`src/rtl/stack_frame_seq.sv`:
```
module stack_frame_seq #(
  parameter logic [15:0] VEC_ADDR = 16'hFFF6
) (
  input  logic        clk,
  input  logic        rst_n,
  input  logic        start,
  input  logic        page,
  input  logic [7:0]  opcode,
  input  logic [15:0] sp_in,
  input  logic [15:0] pc_in,
  input  logic [7:0]  ccr_in,
  input  logic [7:0]  a_in,
  input  logic [7:0]  b_in,
  input  logic [15:0] ix_in,
  input  logic [15:0] iy_in,
  input  logic [7:0]  rdata,
  output logic [15:0] addr,
  output logic        rw,
  output logic [7:0]  wdata,
  output logic        busy,
  output logic        done,
  output logic        err,
  output logic [15:0] sp_out,
  output logic [15:0] pc_out,
  output logic [7:0]  ccr_out,
  output logic [7:0]  a_out,
  output logic [7:0]  b_out,
  output logic [15:0] ix_out,
  output logic [15:0] iy_out
);

  typedef enum logic [2:0] {K_NONE, K_SWI, K_RTI, K_RTS, K_PULY} kind_t;

  kind_t       kind_q, dec;
  logic [3:0]  cyc, nxt, last;
  logic [15:0] pc_q, sp_q;

  assign dec = (!page && opcode == 8'h3F) ? K_SWI :
               (!page && opcode == 8'h3B) ? K_RTI :
               (!page && opcode == 8'h39) ? K_RTS :
               ( page && opcode == 8'h38) ? K_PULY : K_NONE;

  assign last = (kind_q == K_SWI) ? 4'd14 :
                (kind_q == K_RTI) ? 4'd12 :
                (kind_q == K_RTS) ? 4'd5  : 4'd6;

  assign nxt = cyc + 4'd1;

  function automatic logic [15:0] addr_of(kind_t k, logic [3:0] c,
                                          logic [15:0] pc, logic [15:0] sp);
    logic [15:0] cc;
    cc = {12'd0, c};
    case (k)
      K_SWI: begin
        if (c <= 4'd2)       return pc + cc - 16'd1;
        else if (c <= 4'd11) return sp - (cc - 16'd3);
        else if (c == 4'd12) return sp - 16'd8;
        else if (c == 4'd13) return VEC_ADDR;
        else                 return VEC_ADDR + 16'd1;
      end
      K_PULY: begin
        if (c <= 4'd3) return pc + cc - 16'd1;
        else           return sp + cc - 16'd4;
      end
      default: begin
        if (c <= 4'd2) return pc + cc - 16'd1;
        else           return sp + cc - 16'd3;
      end
    endcase
  endfunction

  logic [15:0] ret;
  logic [7:0]  push_byte;
  assign ret = pc_q + 16'd1;

  always_comb begin
    case (nxt)
      4'd3:    push_byte = ret[7:0];
      4'd4:    push_byte = ret[15:8];
      4'd5:    push_byte = iy_out[7:0];
      4'd6:    push_byte = iy_out[15:8];
      4'd7:    push_byte = ix_out[7:0];
      4'd8:    push_byte = ix_out[15:8];
      4'd9:    push_byte = a_out;
      4'd10:   push_byte = b_out;
      4'd11:   push_byte = ccr_out;
      default: push_byte = 8'h00;
    endcase
  end

  logic nxt_write;
  assign nxt_write = (kind_q == K_SWI) && nxt >= 4'd3 && nxt <= 4'd11;

  always_ff @(posedge clk or negedge rst_n) begin
    if (!rst_n) begin
      kind_q  <= K_NONE;
      cyc     <= 4'd0;
      pc_q    <= 16'h0000;
      sp_q    <= 16'h0000;
      addr    <= 16'hFFFF;
      rw      <= 1'b1;
      wdata   <= 8'h00;
      busy    <= 1'b0;
      done    <= 1'b0;
      err     <= 1'b0;
      sp_out  <= 16'h0000;
      pc_out  <= 16'h0000;
      ccr_out <= 8'h00;
      a_out   <= 8'h00;
      b_out   <= 8'h00;
      ix_out  <= 16'h0000;
      iy_out  <= 16'h0000;
    end else begin
      done <= 1'b0;
      err  <= 1'b0;
      if (!busy) begin
        if (start) begin
          if (dec == K_NONE) begin
            err <= 1'b1;
          end else begin
            busy    <= 1'b1;
            kind_q  <= dec;
            cyc     <= 4'd1;
            pc_q    <= pc_in;
            sp_q    <= sp_in;
            addr    <= pc_in;
            rw      <= 1'b1;
            wdata   <= 8'h00;
            pc_out  <= pc_in + ((dec == K_PULY) ? 16'd2 : 16'd1);
            ccr_out <= ccr_in;
            a_out   <= a_in;
            b_out   <= b_in;
            ix_out  <= ix_in;
            iy_out  <= iy_in;
          end
        end
      end else begin
        case (kind_q)
          K_SWI: begin
            if (cyc == 4'd13) pc_out[15:8] <= rdata;
            if (cyc == 4'd14) pc_out[7:0]  <= rdata;
          end
          K_RTI: begin
            case (cyc)
              4'd4:  ccr_out      <= rdata;
              4'd5:  b_out        <= rdata;
              4'd6:  a_out        <= rdata;
              4'd7:  ix_out[15:8] <= rdata;
              4'd8:  ix_out[7:0]  <= rdata;
              4'd9:  iy_out[15:8] <= rdata;
              4'd10: iy_out[7:0]  <= rdata;
              4'd11: pc_out[15:8] <= rdata;
              4'd12: pc_out[7:0]  <= rdata;
              default: ;
            endcase
          end
          K_RTS: begin
            if (cyc == 4'd4) pc_out[15:8] <= rdata;
            if (cyc == 4'd5) pc_out[7:0]  <= rdata;
          end
          K_PULY: begin
            if (cyc == 4'd5) iy_out[15:8] <= rdata;
            if (cyc == 4'd6) iy_out[7:0]  <= rdata;
          end
          default: ;
        endcase
        if (cyc == last) begin
          busy   <= 1'b0;
          done   <= 1'b1;
          addr   <= 16'hFFFF;
          rw     <= 1'b1;
          wdata  <= 8'h00;
          sp_out <= (kind_q == K_SWI) ? sp_q - 16'd9 :
                    (kind_q == K_RTI) ? sp_q + 16'd9 : sp_q + 16'd2;
        end else begin
          cyc   <= nxt;
          addr  <= addr_of(kind_q, nxt, pc_q, sp_q);
          rw    <= !nxt_write;
          wdata <= nxt_write ? push_byte : 8'h00;
        end
      end
    end
  end

  AST_IDLE_BUS: assert property (@(posedge clk) disable iff (!rst_n)
    !busy |-> (rw && addr == 16'hFFFF));
  AST_ERR_NO_CYCLE: assert property (@(posedge clk) disable iff (!rst_n)
    err |-> (!busy && rw));
  AST_WRITE_ONLY_SWI: assert property (@(posedge clk) disable iff (!rst_n)
    !rw |-> (busy && kind_q == K_SWI));
  AST_DONE_PULSE: assert property (@(posedge clk) disable iff (!rst_n)
    done |=> !done);
  AST_DONE_AFTER_BUSY: assert property (@(posedge clk) disable iff (!rst_n)
    $rose(done) |-> $fell(busy));
  AST_START_IGNORED: assert property (@(posedge clk) disable iff (!rst_n)
    (busy && cyc != last) |=> (busy && $stable(kind_q) && cyc == $past(cyc) + 4'd1));
  AST_ERR_PULSE: assert property (@(posedge clk) disable iff (!rst_n)
    err |=> !err || $past(start));

endmodule

```
`config.mk`:
```
export PLATFORM = sky130hd
export DESIGN_NAME = stack_frame_seq
export DESIGN_NICKNAME = d
export VERILOG_FILES = /design/src/rtl/stack_frame_seq.sv
export SDC_FILE = /design/constraint.sdc
export NUM_CORES = 1
export LEC_CHECK = 0
export BUFFER_PORTS_ARGS = -buffer_cell sky130_fd_sc_hd__buf_4
export CAP_MARGIN = 20
export CORE_UTILIZATION = 45
export DETAILED_ROUTE_END_ITERATION = 8
export GPL_TIMING_DRIVEN = 0
export HOLD_SLACK_MARGIN = 0.1
export PLACE_DENSITY = 0.66
export SETUP_SLACK_MARGIN = 0.05
export SYNTH_ARGS = -nofsm -noshare
export SYNTH_HDL_FRONTEND = slang
export SYNTH_SLANG_ARGS = --single-unit
```
`constraint.sdc`:
```
create_clock -name clk -period 8.6 [get_ports clk]
set_clock_uncertainty 0.05 [all_clocks]
set_input_delay 0.43 -clock clk [delete_from_list [all_inputs] [get_ports clk]]
set_output_delay 0.43 -clock clk [all_outputs]
set_load 0.01 [all_outputs]
```
== Word-level counts from Yosys, hierarchy flattened ==
Index checks and enable logic that the tools add are counted.

* $add $sub $neg: 14
* Magnitude comparators: 4
* Equal/unequal tests: 52
* Multiplexer cells: 79
* Bitwise operators: 2
* Reduce and logical (&&, ||, !) cells: 23

{| class="wikitable"
|+ Operators with widths
! kind !! number
|-
| $mux 16 || 21
|-
| $mux 8 || 28
|-
| $pmux 8 s9 || 1
|-
| $pmux 16 s2 || 2
|-
| $eq 4x4->1 const B || 13
|-
| $pmux 16 s3 || 1
|-
| $add 16x4->16 || 2
|-
| $eq 4x3->1 const B || 8
|-
| $eq 8x6->1 const B || 4
|-
| $sub 16x4->16 const B || 2
|-
| $mux 4 || 6
|-
| $ne 3x2->1 const B || 8
|-
| $reduce_and 4->1 || 5
|-
| $add 16x1->16 const B || 1
|-
| $add 16x2->16 || 1
|-
| $add 16x2->16 const B || 1
|-
| $add 16x4->16 const B || 1
|-
| $sub 16x1->16 const B || 1
|-
| $sub 16x16->16 || 1
|-
| $sub 16x2->16 const B || 1
|-
| $sub 16x3->16 const B || 1
|-
| $mux 1 || 14
|-
| $mux 3 || 4
|-
| $ne 2x1->1 const B || 6
|-
| 24 further kinds || 41
|}

* Bits in registers: 155
* Bits of input ports: 108
* Output and inout bits: 116
* Word-level logic and storage cells: 194

== Longest topological paths before layout ==
* Depth in word-level cells: 12
* Depth in mapped cells: 17
* Depth with buffers taken out: 15

== Worst setup path after synthesis ==
Ideal clock, no wire load.

* Path kind: reg2reg
* Start point: reg cyc[1]
* End point: reg addr[15]
* Library setup time: 0.081 ns
* Arrival time: 3.906 ns
* Setup slack: 4.564 ns
* Stages on the path, launching flop included: 15
* Path through: dfrtp_1 ha_1 xnor2_1 inv_1 clkbuf_1 buf_1 ha_1 nand3b_1 a2111oi_2 xnor2_1 nand2_2 nor4_4 nand4b_1 a221o_1 a32oi_1

* Longest elaborated chain between the ends: 8

{| class="wikitable"
|+ Ends and longest elaborated chain
! what !! line !! source
|-
| start: declaration || 35 || <nowiki>logic [3:0] cyc, nxt, last;</nowiki>
|-
| start signal: assignment || 176 || <nowiki>cyc <= nxt;</nowiki>
|-
| parallel branches: the longest is 6 deep, another holds $add 16x4->16 || n/a ||
|-
| $mux 16 (*) || 167 || <nowiki>if (cyc == last) begin</nowiki>
|-
| $mux 16 (*) || 116 || <nowiki>if (!busy) begin</nowiki>
|-
| end signal: assignment || 126 || <nowiki>addr <= pc_in;</nowiki>
|-
| end signal: assignment || 177 || <nowiki>addr <= addr_of(kind_q, nxt, pc_q, sp_q);</nowiki>
|-
| end: declaration || 17 || <nowiki>output logic [15:0] addr,</nowiki>
|}

Every way passes the cells marked *.
A chain may end at the register's enable or synchronous reset.

== Worst setup path in the final report ==
* Start point: reg cyc[1]
* End point: reg addr[4]

The elaborated chain is that of the path after synthesis.

==> tab_implementation.tex <==
\begin{tabular}{lr}
\hline
Metric & Value \\
\hline
\multicolumn{2}{l}{\textbf{Power and ir drop}} \\
\quad Power per cell area & 218 mW/mm\^{}2 \\
\quad Reported leakage power & 6.66 nW \\
\quad Worst vdd ir & 0.000137 V \\
\multicolumn{2}{l}{\textbf{Global route}} \\
\quad First-pass GRT wire length & 69.3 mm \\
\quad Via count of the first global-routing pass & 11,765 \\
\quad Initial antenna violation count & 0 \\
\quad Global-route usage over all layers & 33.9\% \\
\quad Total grt overflow & 0 \\
\quad Largest net degree at the start of global routing & 102 \\
\multicolumn{2}{l}{\textbf{Worst setup path}} \\
\quad Reg-to-reg slack, setup & 3.43 ns \\
\quad CP Max Fanout & 10 \\
\quad Reg-to-reg endpoint & addr[4] \\
\quad Critical Path AT & 5.50 ns \\
\quad Length in cells of the worst reg-to-reg path & 17 \\
\quad Required arrival time at the worst endpoint & 8.94 ns \\
\quad Critical path launch point type & register \\
\quad Critical R2R Launch & cyc[1] \\
\quad Endpoint kind of the worst setup timing path & register \\
\quad Category of the most critical setup path & register to register \\
\multicolumn{2}{l}{\textbf{Routing}} \\
\quad Remaining antenna violation count after routing & 0 \\
\quad Number of search-and-repair iterations in the first detailed-routing pass & 6 \\
\quad DR iter-0 viols & 1,261 \\
\quad Vias after detailed routing & 12,393 \\
\quad Average wire per cell in the routed design & 22.0 um \\
\quad Routed vias/inst & 6.00 \\
\quad DRC Markers & 0 \\
\quad Routed WL & 45.5 mm \\
\multicolumn{2}{l}{\textbf{Place}} \\
\quad PortBufs & 222 \\
\quad Worst setup slack before clock tree synthesis & 3.58 ns \\
\quad Final RePlAce weighted congestion & 0.937 \\
\quad HPWL after detailed placement & 35.3 mm \\
\multicolumn{2}{l}{\textbf{STA}} \\
\quad Final worst-path cycle share & 60.1\% \\
\quad Fmax achieved & 194 MHz \\
\quad Pins Over Slew Limit & 0 \\
\quad Final setup margin & 3.43 ns \\
\quad Slew @ Worst Pin & 1.08 ns \\
\quad Worst slew margin relative to its limit & 27.4\% \\
\quad Setup-violating endpoint count in the final report & 0 \\
\quad Final count of hold timing violations & 0 \\
\quad Setup tns final & 0 ns \\
\quad Minimum clock period & 5.17 ns \\
\quad RSZ-0062 raised after global routing & no \\
\multicolumn{2}{l}{\textbf{Flow run}} \\
\quad Number of maximum-capacitance constraint violations & 0 \\
\multicolumn{2}{l}{\textbf{Finish}} \\
\quad Commonest cells after routing, fill and taps aside & 240 x sky130\_fd\_sc\_hd\_\_nand2\_1, 224 x sky130\_fd\_sc\_hd\_\_buf\_4, 138 x sky130\_fd\_sc\_hd\_\_dfrtp\_1 \\
\quad Area delta synth->final & 23.1\% \\
\quad Leading cell type in the layout, fill and taps excluded & sky130\_fd\_sc\_hd\_\_nand2\_1 \\
\quad Number of antenna cells inserted & 0 \\
\quad Net total in the final layout & 1,896 \\
\quad Layout fillers & 2,498 \\
\quad Area occupied by multi-input gates & 0.00740 sq mm \\
\quad FF/Latch Area & 0.00390 sq mm \\
\quad Fraction of layout cells with a size suffix above 1 & 18.8\% \\
\multicolumn{2}{l}{\textbf{CTS}} \\
\quad Count of clock tree sinks & 155 \\
\quad Clk pin slew, worst setup/hold paths & 0.08 ns \\
\quad Clock root cell & sky130\_fd\_sc\_hd\_\_clkbuf\_16 \\
\quad Clk\_lat worst skew & 0.45 ns \\
\quad Num CTS Buffers & 17 \\
\quad Number of gates given a new drive strength after cts & 0 \\
\quad Clock buffer depth & 2 \\
\quad CTS HTree Levels & 4 \\
\quad Clock tree from TritonCTS & done \\
\multicolumn{2}{l}{\textbf{Die}} \\
\quad Die Y-Extent & 165 um \\
\quad Chip Width & 165 um \\
\quad Number of top-level design ports & 224 \\
\quad Number of rows created at floorplan & 59 \\
\quad Overall die area & 0.0271 sq mm \\
\quad Core Box Area & 0.0260 sq mm \\
\quad Starting density of the core & 45.8\% \\
\multicolumn{2}{l}{\textbf{Synthesis}} \\
\quad Cell count after synthesis & 1,476 \\
\quad Fraction of the mapped netlist area in compound gates & 24.1\% \\
\quad Seq cells post-synth & 155 \\
\quad Seq/Total Area, Yosys & 32.7\% \\
\quad Post-synthesis share of cell area spent on xor and xnor gates & 7.71\% \\
\quad Mux cell area share after synthesis & 2.20\% \\
\quad Post-synth top flop & sky130\_fd\_sc\_hd\_\_dfrtp\_1 \\
\quad Number of distinct library cells after synthesis & 92 \\
\quad Basic-gate share of the synthesized area counting and, or, nand and nor cells & 20.7\% \\
\quad Number of synthesized flops with an enable pin & 0 \\
\quad Yosys Warn Count & 0 \\
\quad Largest family of logic cells by synthesized area & compound AO/OA/AOI/OAI gates \\
\quad Ys async rst share & 100\% \\
\quad Mean post-synth cell area & 8.07 sq um \\
\quad Net count of the mapped netlist & 1,653 \\
\quad Mapped Area & 0.0119 sq mm \\
\quad Area share of fa/ha/maj cells after synthesis & 7.50\% \\
\multicolumn{2}{l}{\textbf{Hold path}} \\
\quad Worst Hold Endpoint & sp\_q[10] \\
\quad Worst min-delay path startpoint & sp\_in[10] \\
\quad Number of cells on the worst hold path & 3 \\
\quad Type of the most critical hold path & input port to register \\
\multicolumn{2}{l}{\textbf{Outcome}} \\
\quad Run status & finished, final reports clean \\
\hline
\end{tabular}
==> cell families after synthesis <==
| kind of cell | Yosys count |
|---|---|
| AND/OR/NAND/NOR | 529 |
| AO/OA/AOI/OAI | 454 |
| flip-flops | 155 |
| buffers and inverters | 140 |
| XOR/XNOR | 104 |
| adder cells (fa/ha/maj) | 69 |
| multiplexers | 25 |
==> synthesized netlist by cell type (all sizes together), types with 5 or more instances <==
| library cell | n | area share (%) |
|---|---|---|
| nand3b | 7 | 0.44 |
| and2 | 15 | 0.79 |
| a22oi | 8 | 0.50 |
| a21oi | 135 | 5.7 |
| nand2b | 11 | 0.58 |
| dfstp | 17 | 3.7 |
| o21ai | 133 | 5.6 |
| a221o | 5 | 0.42 |
| o211ai | 16 | 1.0 |
| nand3 | 50 | 2.3 |
| nor2b | 13 | 0.68 |
| inv | 48 | 1.5 |
| o21a | 12 | 0.76 |
| o22ai | 7 | 0.37 |
| mux2 | 9 | 0.85 |
| or3 | 6 | 0.32 |
| a31oi | 29 | 1.5 |
| dfrtp | 138 | 29 |
| nor2 | 92 | 2.9 |
| xor2 | 31 | 2.3 |
| buf | 12 | 0.58 |
| nand4 | 17 | 0.89 |
| nor3 | 33 | 1.4 |
| a211oi | 11 | 0.84 |
| o221ai | 6 | 0.44 |
| ha | 65 | 6.8 |
| xnor2 | 73 | 5.4 |
| or2 | 5 | 0.26 |
| clkbuf | 80 | 3.0 |
| a311oi | 7 | 0.51 |
| a21boi | 8 | 0.50 |
| mux2i | 16 | 1.3 |
| nor4 | 8 | 0.55 |
| a221oi | 12 | 1.0 |
| a21o | 13 | 0.84 |
| nand2 | 241 | 7.6 |
| and3 | 14 | 0.76 |
| a22o | 7 | 0.51 |
==> flip-flops by register name (all words and copies together), names as in the netlist <==
| signal | flops |
|---|---|
| done | 1 |
| pc_q | 16 |
| a_out | 8 |
| cyc | 4 |
| rw | 1 |
| kind_q | 3 |
| ix_out | 16 |
| sp_out | 16 |
| busy | 1 |
| ccr_out | 8 |
| iy_out | 16 |
| pc_out | 16 |
| err | 1 |
| b_out | 8 |
| sp_q | 16 |
| wdata | 8 |
| addr | 16 |
==> report_power, final <==
group          switching (W)  total [W]  internal (W)
Combinational       0.000856    0.00145      0.000590
Sequential         0.0000992   0.000929      0.000830
Clock               0.000399   0.000821      0.000422
Total                0.00135    0.00320       0.00184
==> layer usage <==
| layer | vias to the layer above | global-route usage, % | part of all wire [%] |
|---|---|---|---|
| li1 | 5778 | - | - |
| met5 | - | 0 | 0 |
| met2 | 579 | 53.1 | 45 |
| met1 | 5946 | 47.2 | 44 |
| met3 | 90 | 5.42 | 7.9 |
| met4 | 0 | 11.5 | 2.9 |
==> critical path, stage by stage (launching register included) <==
cell and delay, ns:
sky130_fd_sc_hd__dfrtp_1 0.49, sky130_fd_sc_hd__ha_1 0.29, sky130_fd_sc_hd__xnor2_1 0.55, sky130_fd_sc_hd__inv_1 0.20, sky130_fd_sc_hd__clkbuf_1 0.27, sky130_fd_sc_hd__buf_1 0.34
sky130_fd_sc_hd__ha_1 0.35, sky130_fd_sc_hd__a211o_1 0.36, sky130_fd_sc_hd__a21o_1 0.23, sky130_fd_sc_hd__nand2_1 0.13, sky130_fd_sc_hd__ha_1 0.15, sky130_fd_sc_hd__clkbuf_1 0.32
sky130_fd_sc_hd__nor2b_1 0.40, sky130_fd_sc_hd__xnor2_1 0.16, sky130_fd_sc_hd__a21oi_1 0.08, sky130_fd_sc_hd__o221ai_1 0.24, sky130_fd_sc_hd__a31oi_1 0.21, sky130_fd_sc_hd__a21o_1 0.26
==> stage by stage <==
stage / total power (W) / cells / hold slack (ns) / util, % / cell area, sq um
after detailed placement: 0.00235 / 2034 / 0.342 / 54.0 / 14000
after CTS: 0.00317 / 2067 / 0.112 / 56.4 / 14700
after floorplan: 0.00187 / 1476 / 0.0844 / - / 11900
after global routing: 0.00337 / 2067 / 0.119 / 56.4 / 14700
after global placement: 0.00233 / 2033 / 0.416 / 53.9 / 14000
final: 0.00320 / 2067 / 0.114 / 56.4 / 14700
==> worst max path at each step <==
stage,from,endpoint,cells after the start,slack [ns]
3_5_place_dp,cyc[0],addr[15],14,3.58
3_3_place_gp,cyc[0],addr[15],14,3.64
4_1_cts,cyc[0],addr[15],14,3.56
2_1_floorplan,cyc[1],addr[15],14,4.56
6_report,cyc[1],addr[4],17,3.43
5_1_grt,cyc[1],addr[15],14,3.15
==> final cells by class <==
type	instances	share of cell area, %
Timing Repair Buffer	224	11.7
Tap cell	335	2.86
Buffer	92	2.93
Multi-Input combinational cell	1181	50.5
Sequential cell	155	26.6
Inverter	48	1.23
Clock buffer	17	2.90
Clock inverter	15	1.35
==> repair_timing <==
action | in CTS | in global routing
endpoints found under the hold margin | 41 | 0
buffers inserted | 0 | 0
hold buffers | 1 | 0
(Power assumes the default switching activity.)
